**config.mk**
```make
export PLATFORM = sky130hd
export DESIGN_NAME = gpio_bank_ctrl
export DESIGN_NICKNAME = d
export VERILOG_FILES = /design/src/rtl/gpio_bank_pkg.sv /design/src/rtl/gpio_pin_sync.sv /design/src/rtl/gpio_edge_track.sv /design/src/rtl/gpio_bank_ctrl.sv
export SDC_FILE = /design/constraint.sdc
export NUM_CORES = 1
export LEC_CHECK = 0
export BUFFER_PORTS_ARGS = -buffer_cell sky130_fd_sc_hd__buf_2
export CORE_MARGIN = 1.5
export CORE_UTILIZATION = 58
export DETAILED_ROUTE_END_ITERATION = 8
export GPL_ROUTABILITY_DRIVEN = 1
export PLACE_DENSITY = 0.91
export SYNTH_ARGS = -nofsm -noshare
export SYNTH_HDL_FRONTEND = slang
export SYNTH_SLANG_ARGS = --single-unit
```
**constraint.sdc**
```tcl
create_clock -name clk -period 1.7 [get_ports clk]
set_input_delay 0.17 -clock clk [delete_from_list [all_inputs] [get_ports clk]]
set_output_delay 0.17 -clock clk [all_outputs]
set_load 0.02 [all_outputs]
```
**src/rtl/gpio_bank_pkg.sv**
```systemverilog
package gpio_bank_pkg;

  typedef enum logic [2:0] {
    RK_LEVEL = 3'd0,
    RK_DIR   = 3'd1,
    RK_SET   = 3'd2,
    RK_CLR   = 3'd3,
    RK_RISE  = 3'd4,
    RK_FALL  = 3'd5,
    RK_STAT  = 3'd6,
    RK_ALT   = 3'd7
  } reg_kind_e;

  typedef struct packed {
    logic        valid;
    reg_kind_e   kind;
    logic [15:0] idx;
  } reg_dec_t;

  // Word address -> register kind and word index within the kind's block.
  function automatic reg_dec_t decode_word(input int unsigned word, input int unsigned nw);
    reg_dec_t d;
    d.valid = 1'b0;
    d.kind  = RK_LEVEL;
    d.idx   = '0;
    if (word < 7 * nw) begin
      d.valid = 1'b1;
      d.kind  = reg_kind_e'(3'(word / nw));
      d.idx   = 16'(word % nw);
    end else if (word < 9 * nw) begin
      d.valid = 1'b1;
      d.kind  = RK_ALT;
      d.idx   = 16'(word - 7 * nw);
    end
    return d;
  endfunction

endpackage

```
**src/rtl/gpio_pin_sync.sv**
```systemverilog
module gpio_pin_sync #(
  parameter int W = 32
) (
  input  logic         clk,
  input  logic         rst_n,
  input  logic [W-1:0] raw_i,
  output logic [W-1:0] sync_o
);
  logic [W-1:0] meta_q;
  logic [W-1:0] sync_q;

  always_ff @(posedge clk or negedge rst_n) begin
    if (!rst_n) begin
      meta_q <= '0;
      sync_q <= '0;
    end else begin
      meta_q <= raw_i;
      sync_q <= meta_q;
    end
  end

  assign sync_o = sync_q;
endmodule

```
**src/rtl/gpio_edge_track.sv**
```systemverilog
module gpio_edge_track #(
  parameter int W = 32
) (
  input  logic         clk,
  input  logic         rst_n,
  input  logic [W-1:0] lvl_i,
  input  logic [W-1:0] rise_en_i,
  input  logic [W-1:0] fall_en_i,
  input  logic [W-1:0] clr_i,
  output logic [W-1:0] hit_o,
  output logic [W-1:0] status_o
);
  logic [W-1:0] prev_q;
  logic [W-1:0] stat_q;
  logic [W-1:0] rise_w;
  logic [W-1:0] fall_w;

  assign rise_w = lvl_i & ~prev_q;
  assign fall_w = ~lvl_i & prev_q;
  assign hit_o  = (rise_w & rise_en_i) | (fall_w & fall_en_i);

  always_ff @(posedge clk or negedge rst_n) begin
    if (!rst_n) begin
      prev_q <= '0;
      stat_q <= '0;
    end else begin
      prev_q <= lvl_i;
      stat_q <= (stat_q & ~clr_i) | hit_o;
    end
  end

  assign status_o = stat_q;

  // a fresh event is never lost, even against a simultaneous clear
  a_r7_event_kept: assert property (@(posedge clk) disable iff (!rst_n)
    (hit_o != '0) |=> ((status_o & $past(hit_o)) == $past(hit_o)));

  // a clear with no competing event empties the bit
  a_r6_clear_works: assert property (@(posedge clk) disable iff (!rst_n)
    ((clr_i & ~hit_o) != '0) |=> ((status_o & $past(clr_i & ~hit_o)) == '0));

  // set bits not being cleared stay set
  a_r6_sticky: assert property (@(posedge clk) disable iff (!rst_n)
    1'b1 |=> ((status_o & $past(status_o & ~clr_i)) == $past(status_o & ~clr_i)));
endmodule

```
**src/rtl/gpio_bank_ctrl.sv**
```systemverilog
module gpio_bank_ctrl
  import gpio_bank_pkg::*;
#(
  parameter int NUM_PINS = 64,
  parameter int ADDR_W   = 12
) (
  input  logic                  clk,
  input  logic                  rst_n,
  input  logic [ADDR_W-1:0]     bus_addr,
  input  logic                  bus_wr,
  input  logic                  bus_rd,
  input  logic [31:0]           bus_wdata,
  output logic [31:0]           bus_rdata,
  output logic                  bus_rvalid,
  input  logic [NUM_PINS-1:0]   pin_in,
  output logic [NUM_PINS-1:0]   pin_oe,
  output logic [NUM_PINS-1:0]   pin_out,
  output logic [2*NUM_PINS-1:0] pin_alt,
  output logic                  irq
);
  localparam int NW = NUM_PINS / 32;

  logic [NUM_PINS-1:0]   lvl_w;
  logic [NUM_PINS-1:0]   dir_q, out_q, ren_q, fen_q;
  logic [2*NUM_PINS-1:0] alt_q;
  logic [NUM_PINS-1:0]   set_mask, clr_mask, stat_clr;
  logic [NUM_PINS-1:0]   hit_all, stat_all;
  logic [31:0]           rd_word, rdata_q;
  logic                  rvalid_q;
  reg_dec_t              dec;
  int unsigned           ix;

  gpio_pin_sync #(.W(NUM_PINS)) u_sync (
    .clk(clk), .rst_n(rst_n), .raw_i(pin_in), .sync_o(lvl_w)
  );

  for (genvar b = 0; b < NW; b++) begin : g_bank
    gpio_edge_track #(.W(32)) u_edge (
      .clk      (clk),
      .rst_n    (rst_n),
      .lvl_i    (lvl_w[b*32 +: 32]),
      .rise_en_i(ren_q[b*32 +: 32]),
      .fall_en_i(fen_q[b*32 +: 32]),
      .clr_i    (stat_clr[b*32 +: 32]),
      .hit_o    (hit_all[b*32 +: 32]),
      .status_o (stat_all[b*32 +: 32])
    );
  end

  always_comb begin
    dec = decode_word(32'(bus_addr[ADDR_W-1:2]), NW);
    ix  = 32'(dec.idx);
  end

  // write-one masks for set, clear and status
  always_comb begin
    set_mask = '0;
    clr_mask = '0;
    stat_clr = '0;
    if (bus_wr && dec.valid) begin
      case (dec.kind)
        RK_SET:  set_mask[ix*32 +: 32] = bus_wdata;
        RK_CLR:  clr_mask[ix*32 +: 32] = bus_wdata;
        RK_STAT: stat_clr[ix*32 +: 32] = bus_wdata;
        default: ;
      endcase
    end
  end

  always_ff @(posedge clk or negedge rst_n) begin
    if (!rst_n) begin
      dir_q <= '0;
      out_q <= '0;
      ren_q <= '0;
      fen_q <= '0;
      alt_q <= '0;
    end else begin
      out_q <= (out_q | set_mask) & ~clr_mask;
      if (bus_wr && dec.valid) begin
        case (dec.kind)
          RK_DIR:  dir_q[ix*32 +: 32] <= bus_wdata;
          RK_RISE: ren_q[ix*32 +: 32] <= bus_wdata;
          RK_FALL: fen_q[ix*32 +: 32] <= bus_wdata;
          RK_ALT:  alt_q[ix*32 +: 32] <= bus_wdata;
          default: ;
        endcase
      end
    end
  end

  always_comb begin
    rd_word = '0;
    if (dec.valid) begin
      case (dec.kind)
        RK_LEVEL: rd_word = lvl_w[ix*32 +: 32];
        RK_DIR:   rd_word = dir_q[ix*32 +: 32];
        RK_RISE:  rd_word = ren_q[ix*32 +: 32];
        RK_FALL:  rd_word = fen_q[ix*32 +: 32];
        RK_STAT:  rd_word = stat_all[ix*32 +: 32];
        RK_ALT:   rd_word = alt_q[ix*32 +: 32];
        default:  rd_word = '0;
      endcase
    end
  end

  always_ff @(posedge clk or negedge rst_n) begin
    if (!rst_n) begin
      rdata_q  <= '0;
      rvalid_q <= 1'b0;
    end else begin
      rvalid_q <= bus_rd;
      if (bus_rd) rdata_q <= rd_word;
    end
  end

  assign bus_rdata  = rdata_q;
  assign bus_rvalid = rvalid_q;
  assign pin_oe     = dir_q;
  assign pin_out    = out_q;
  assign pin_alt    = alt_q;
  assign irq        = |stat_all;

  // one-cycle read response
  a_r10_read_latency: assert property (@(posedge clk) disable iff (!rst_n)
    bus_rd |=> bus_rvalid);

  // output only moves on a bus write
  a_r4_out_needs_write: assert property (@(posedge clk) disable iff (!rst_n)
    !bus_wr |=> $stable(pin_out));

  // direction only moves on a bus write
  a_r3_oe_needs_write: assert property (@(posedge clk) disable iff (!rst_n)
    !bus_wr |=> $stable(pin_oe));

  // interrupt can only rise after an enabled edge event
  a_r8_irq_cause: assert property (@(posedge clk) disable iff (!rst_n)
    $rose(irq) |-> ($past(hit_all) != '0));
endmodule

```
==> run metrics, run 1 <==
Die H 226.2 um; Synth top area share 58.30%; count leader, synth dfrtp_1; Synth Cell Area 0.02889 sq mm; post-synthesis sequential area ratio 58.30%; Synth area leaders dfrtp_1, mux2_2, nand2_1, o21ai_0, mux2i_1; Port Buf Inserts 399; stop err [ERROR GRT-0232] Routing congestion too high. Check the congestion heatmap in the GUI.; Initial Util 58.89%; Std-Cell Rows 81; list of most frequent post-synthesis cells dfrtp_1, nand2_1, clkbuf_1; Ys Warns 0; Overflow after GRT 398; GRT Util Overall 82.57%; Clock Path Buffers 3; GP Congestion 1.001; worst_ep kind register data pin; post-synthesis cell count 2,577; Yosys top cell by area dfrtp_1; syn_area_per_cell 11.21 sq um; Ports 402; worst setup endpoint GRT pin_out[19]$_DFF_PN0_/D; # H-tree levels 3; status did not finish; clock buffer count from CTS 68; # clock sinks 673; Synth Net Count 2,694; Netlist cell types 67; Cells after DPL 3,735; async set-reset flop share out of synthesis 100.0%; CTS root buffer clkbuf_16; DPL Wire Length 76,840 um; FF+latch count, synth 673; die width 226.2 um; Most used DFF post-synth dfrtp_1; EDFF count, synth 0; largest net degree at the start of global routing 86; Fail Step global routing
-- stage by stage --
step | TNS (ns) | hold slack, ns | instance area [sq um] | worst slack [ns] | utilization, %
after floorplan | -880.54 | -0.1256 | 29940 | -2.112 | -
after global placement | -857.61 | 0.1272 | 34590 | -2.025 | 70.53
after detailed placement | -890.40 | 0.1267 | 34590 | -2.090 | 70.53
after CTS | -560.21 | 0.01087 | 39530 | -1.363 | 80.59
-- metal layers --
metal	overflow	global-route usage [%]
met5	4	54.55
met3	19	76.07
met1	23	80.92
met4	171	82.54
met2	181	92.21
-- logic make-up after synthesis --
kind of cell | Yosys count | synth area share, %
AND/OR/NAND/NOR | 697 | 11.78
flip-flops | 673 | 58.30
AO/OA/AOI/OAI | 651 | 15.12
multiplexers | 294 | 11.10
buffers and inverters | 255 | 3.426
adder cells (fa/ha/maj) | 5 | 0.2166
XOR/XNOR | 2 | 0.06065
-- what timing repair did --
item | CTS
hold buffers | 96
buffers inserted | 50
resized for setup | 182
endpoints found under the setup margin | 481
cloned | 24
endpoints found under the hold margin | 529
pin swaps | 28
==> inputs of run 2 (changes only) <==
--- a/config.mk
+++ b/config.mk
@@ -7,10 +7,10 @@
 export LEC_CHECK = 0
 export BUFFER_PORTS_ARGS = -buffer_cell sky130_fd_sc_hd__buf_2
 export CORE_MARGIN = 1.5
-export CORE_UTILIZATION = 58
+export CORE_UTILIZATION = 40
 export DETAILED_ROUTE_END_ITERATION = 8
 export GPL_ROUTABILITY_DRIVEN = 1
-export PLACE_DENSITY = 0.91
+export PLACE_DENSITY_LB_ADDON = 0.15
 export SYNTH_ARGS = -nofsm -noshare
 export SYNTH_HDL_FRONTEND = slang
 export SYNTH_SLANG_ARGS = --single-unit
==> run metrics, run 2 <==
Ports 402 (unchanged); # clock sinks 673 (unchanged); Clk Latency, worst-skew pair 0.63 ns; post-route setup slack -1.435 ns; die area 0.07384 sq mm; Synth Net Count 2,694 (unchanged); list of most frequent post-synthesis cells dfrtp_1, nand2_1, clkbuf_1; fin crit period 3.135 ns; Most used DFF post-synth dfrtp_1; critical path type input pin to register; status complete, but fails checks; GP Congestion 0.9055 (-9.5%); Synth top area share 58.30% (unchanged); post-route DRC violation count 0; die width 271.7 um (+20%); Iter 0 DRT Violations 2,788; Overflow after GRT 0; largest net degree at the start of global routing 80; max cap viols 0; DPL Wire Length 82,790 um (+7.7%); Final Core Density 58.62%; PD cells 839.6 mW/mm^2; dpl ws -2.161 ns (-0.07156 ns); worst min-delay path class input pin to asynchronous set/reset pin; fill count 5,875; Layout Area Growth over Synthesis 45.06%; Reg power frac 47.1%; Avg WL per Cell 29.93 um; post-synthesis sequential area ratio 58.30% (unchanged); Max Clock Freq 319.0 MHz; commonest non-fill, non-tap cell in the layout dfrtp_1; Std-Cell Rows 98 (+21%); commonest non-fill, non-tap cells in the layout dfrtp_1, buf_2, nand2_1; Die H 271.7 um (+20%); max reg flops 128; fin nets 3,499; CTS tree done; Initial Util 40.41% (-18 points); unrepaired setup endpoints after global routing true; cell internal pwr 26.72 mW; EDFF count, synth 0 (unchanged); Crit path required time 2.21 ns; switching part of the total power 24.06%; Clock Path Buffers 3 (unchanged); GRT Util Overall 33.54%; crit-path max FO 8; ANT nets after route 0; Yosys top cell by area dfrtp_1; CTS root buffer clkbuf_16; first-pass GRT wire length 181,700 um; Synth area leaders dfrtp_1, mux2_2, nand2_1, o21ai_0, mux2i_1; pins over their slew limit 0; Synth Cell Area 0.02889 sq mm (unchanged); via count 26,590; vias in the first global route 26,580; crit path DAT 3.64 ns; worst vdd ir 0.5934 mV; syn_area_per_cell 11.21 sq um (unchanged); initial antenna violation count 2; count leader, synth dfrtp_1; clock buffer count from CTS 75 (+10%); Crit. End Element register; final setup fails 481; core footprint 0.07149 sq mm; ratio of cells with drive above 1 in the final layout 41.80%; Routed WL 131,300 um; clock skew 0.01754 ns; # H-tree levels 3 (unchanged); Port Buf Inserts 399 (unchanged); Ys Warns 0 (unchanged); Netlist cell types 67 (unchanged); clock power share 47.0%; Leakage 19.76 nW; Critical Path Start Type input pin; fin crit share 184.4%; failing checks setup timing; post-synthesis cell count 2,577 (unchanged); DR pass1 iterations 6; FF+latch count, synth 673 (unchanged); Psw 8.467 mW; clk slew on worst S/H paths 0.06 ns; worst slew pin tran 0.6866 ns; combinational group share of total power 5.9%; final hold violations 0; drt via density 6.059; relative slew slack 54.23%; async set-reset flop share out of synthesis 100.0% (unchanged)
-- run 2: cell counts after synthesis --
Identical to the previous run, type by type.
-- run 2: area by class of cell --
class	instances	area [sq um]	area share (%)
flip-flops and latches	673	16840	40.19
multi-input cells	1649	13030	31.08
repair buffers	946	8232	19.64
clock buffers	112	2256	5.383
well taps	950	1189	2.836
clock inverters	21	219.0	0.5225
inverters	37	140.1	0.3344
diodes	1	2.502	0.005972
-- run 2: repair_timing --
| action | in CTS | in global routing |
|---|---|---|
| endpoints found under the setup margin | 481 | 481 |
| setup buffers | 46 | 52 |
| hold endpoints to repair | 830 | 0 |
| pin swaps | 51 | 119 |
| gates cloned | 18 | 23 |
| gates resized for setup | 177 | 316 |
| hold buffers | 99 | 0 |
-- run 2: logic make-up after synthesis --
family / after synthesis / synth area share [%]
compound gates: 651 / 15.12
flops: 673 / 58.30
xor+xnor: 2 / 0.06065
fa+ha+maj: 5 / 0.2166
simple gates: 697 / 11.78
buf+inv: 255 / 3.426
mux: 294 / 11.10
-- run 2: worst max-delay path, cell delays in order --
cell	delay (ns)
buf_12	0.11
nor4b_4	0.29
o211ai_1	0.15
nor2_2	0.19
inv_2	0.07
ha_4	0.17
nand2b_4	0.08
nor2_2	0.04
a221o_1	0.36
ha_4	0.30
and4b_1	0.22
and3_1	0.16
nand4b_1	0.15
or4_4	0.69
buf_12	0.19
buf_16	0.16
nand2_2	0.06
o21ai_1	0.05
-- run 2: metrics by stage --
step	setup TNS [ns]	hold WS, ns	cells	cell area [sq um]	total power [mW]
6_report	-577.73	0.1517	4389	41910	35.19
3_3_place_gp	-876.05	0.01978	4044	35190	18.52
5_1_grt	-633.78	0.1679	4388	41900	36.13
3_5_place_dp	-906.88	0.02119	4044	35190	18.54
4_1_cts	-556.64	0.1457	4340	40020	35.18
2_1_floorplan	-880.54	-0.1256	2577	29940	17.35
-- run 2: metal layers --
layer | GRT usage [%] | wire length [um]
met5 | 0 | 0
met1 | 42.84 | 51010
met2 | 53.58 | 60130
met4 | 15.41 | 7364
met3 | 8.501 | 12840
-- run 2: final timing paths --
kind | startpoint | cells past startpoint | slack [ns] | endpoint
hold reg to reg | u_sync.meta_q[52] | 0 | 0.35 | u_sync.sync_o[52]
max in group asynchronous | rst_n | 3 | 0.62 | fen_q[4]
setup / recovery | bus_addr[4] | 18 | -1.43 | pin_alt[107]
hold / removal | rst_n | 3 | 0.15 | u_sync.meta_q[7]
min in group clk | pin_in[51] | 2 | 0.17 | u_sync.meta_q[51]
setup reg to reg | g_bank[0].u_edge.status_o[10] | 5 | 0.13 | bus_rdata[10]
-- run 2: power by group through the flow --
stage | sequential, mW | combinational, mW | clock, mW
after floorplan | 16.8 | 0.546 | 0
after global placement | 16.8 | 1.69 | 0
after detailed placement | 16.8 | 1.70 | 0
after CTS | 16.6 | 1.94 | 16.7
after global routing | 16.6 | 2.23 | 17.3
final | 16.6 | 2.09 | 16.5
Power figures use the tool's default switching activity.
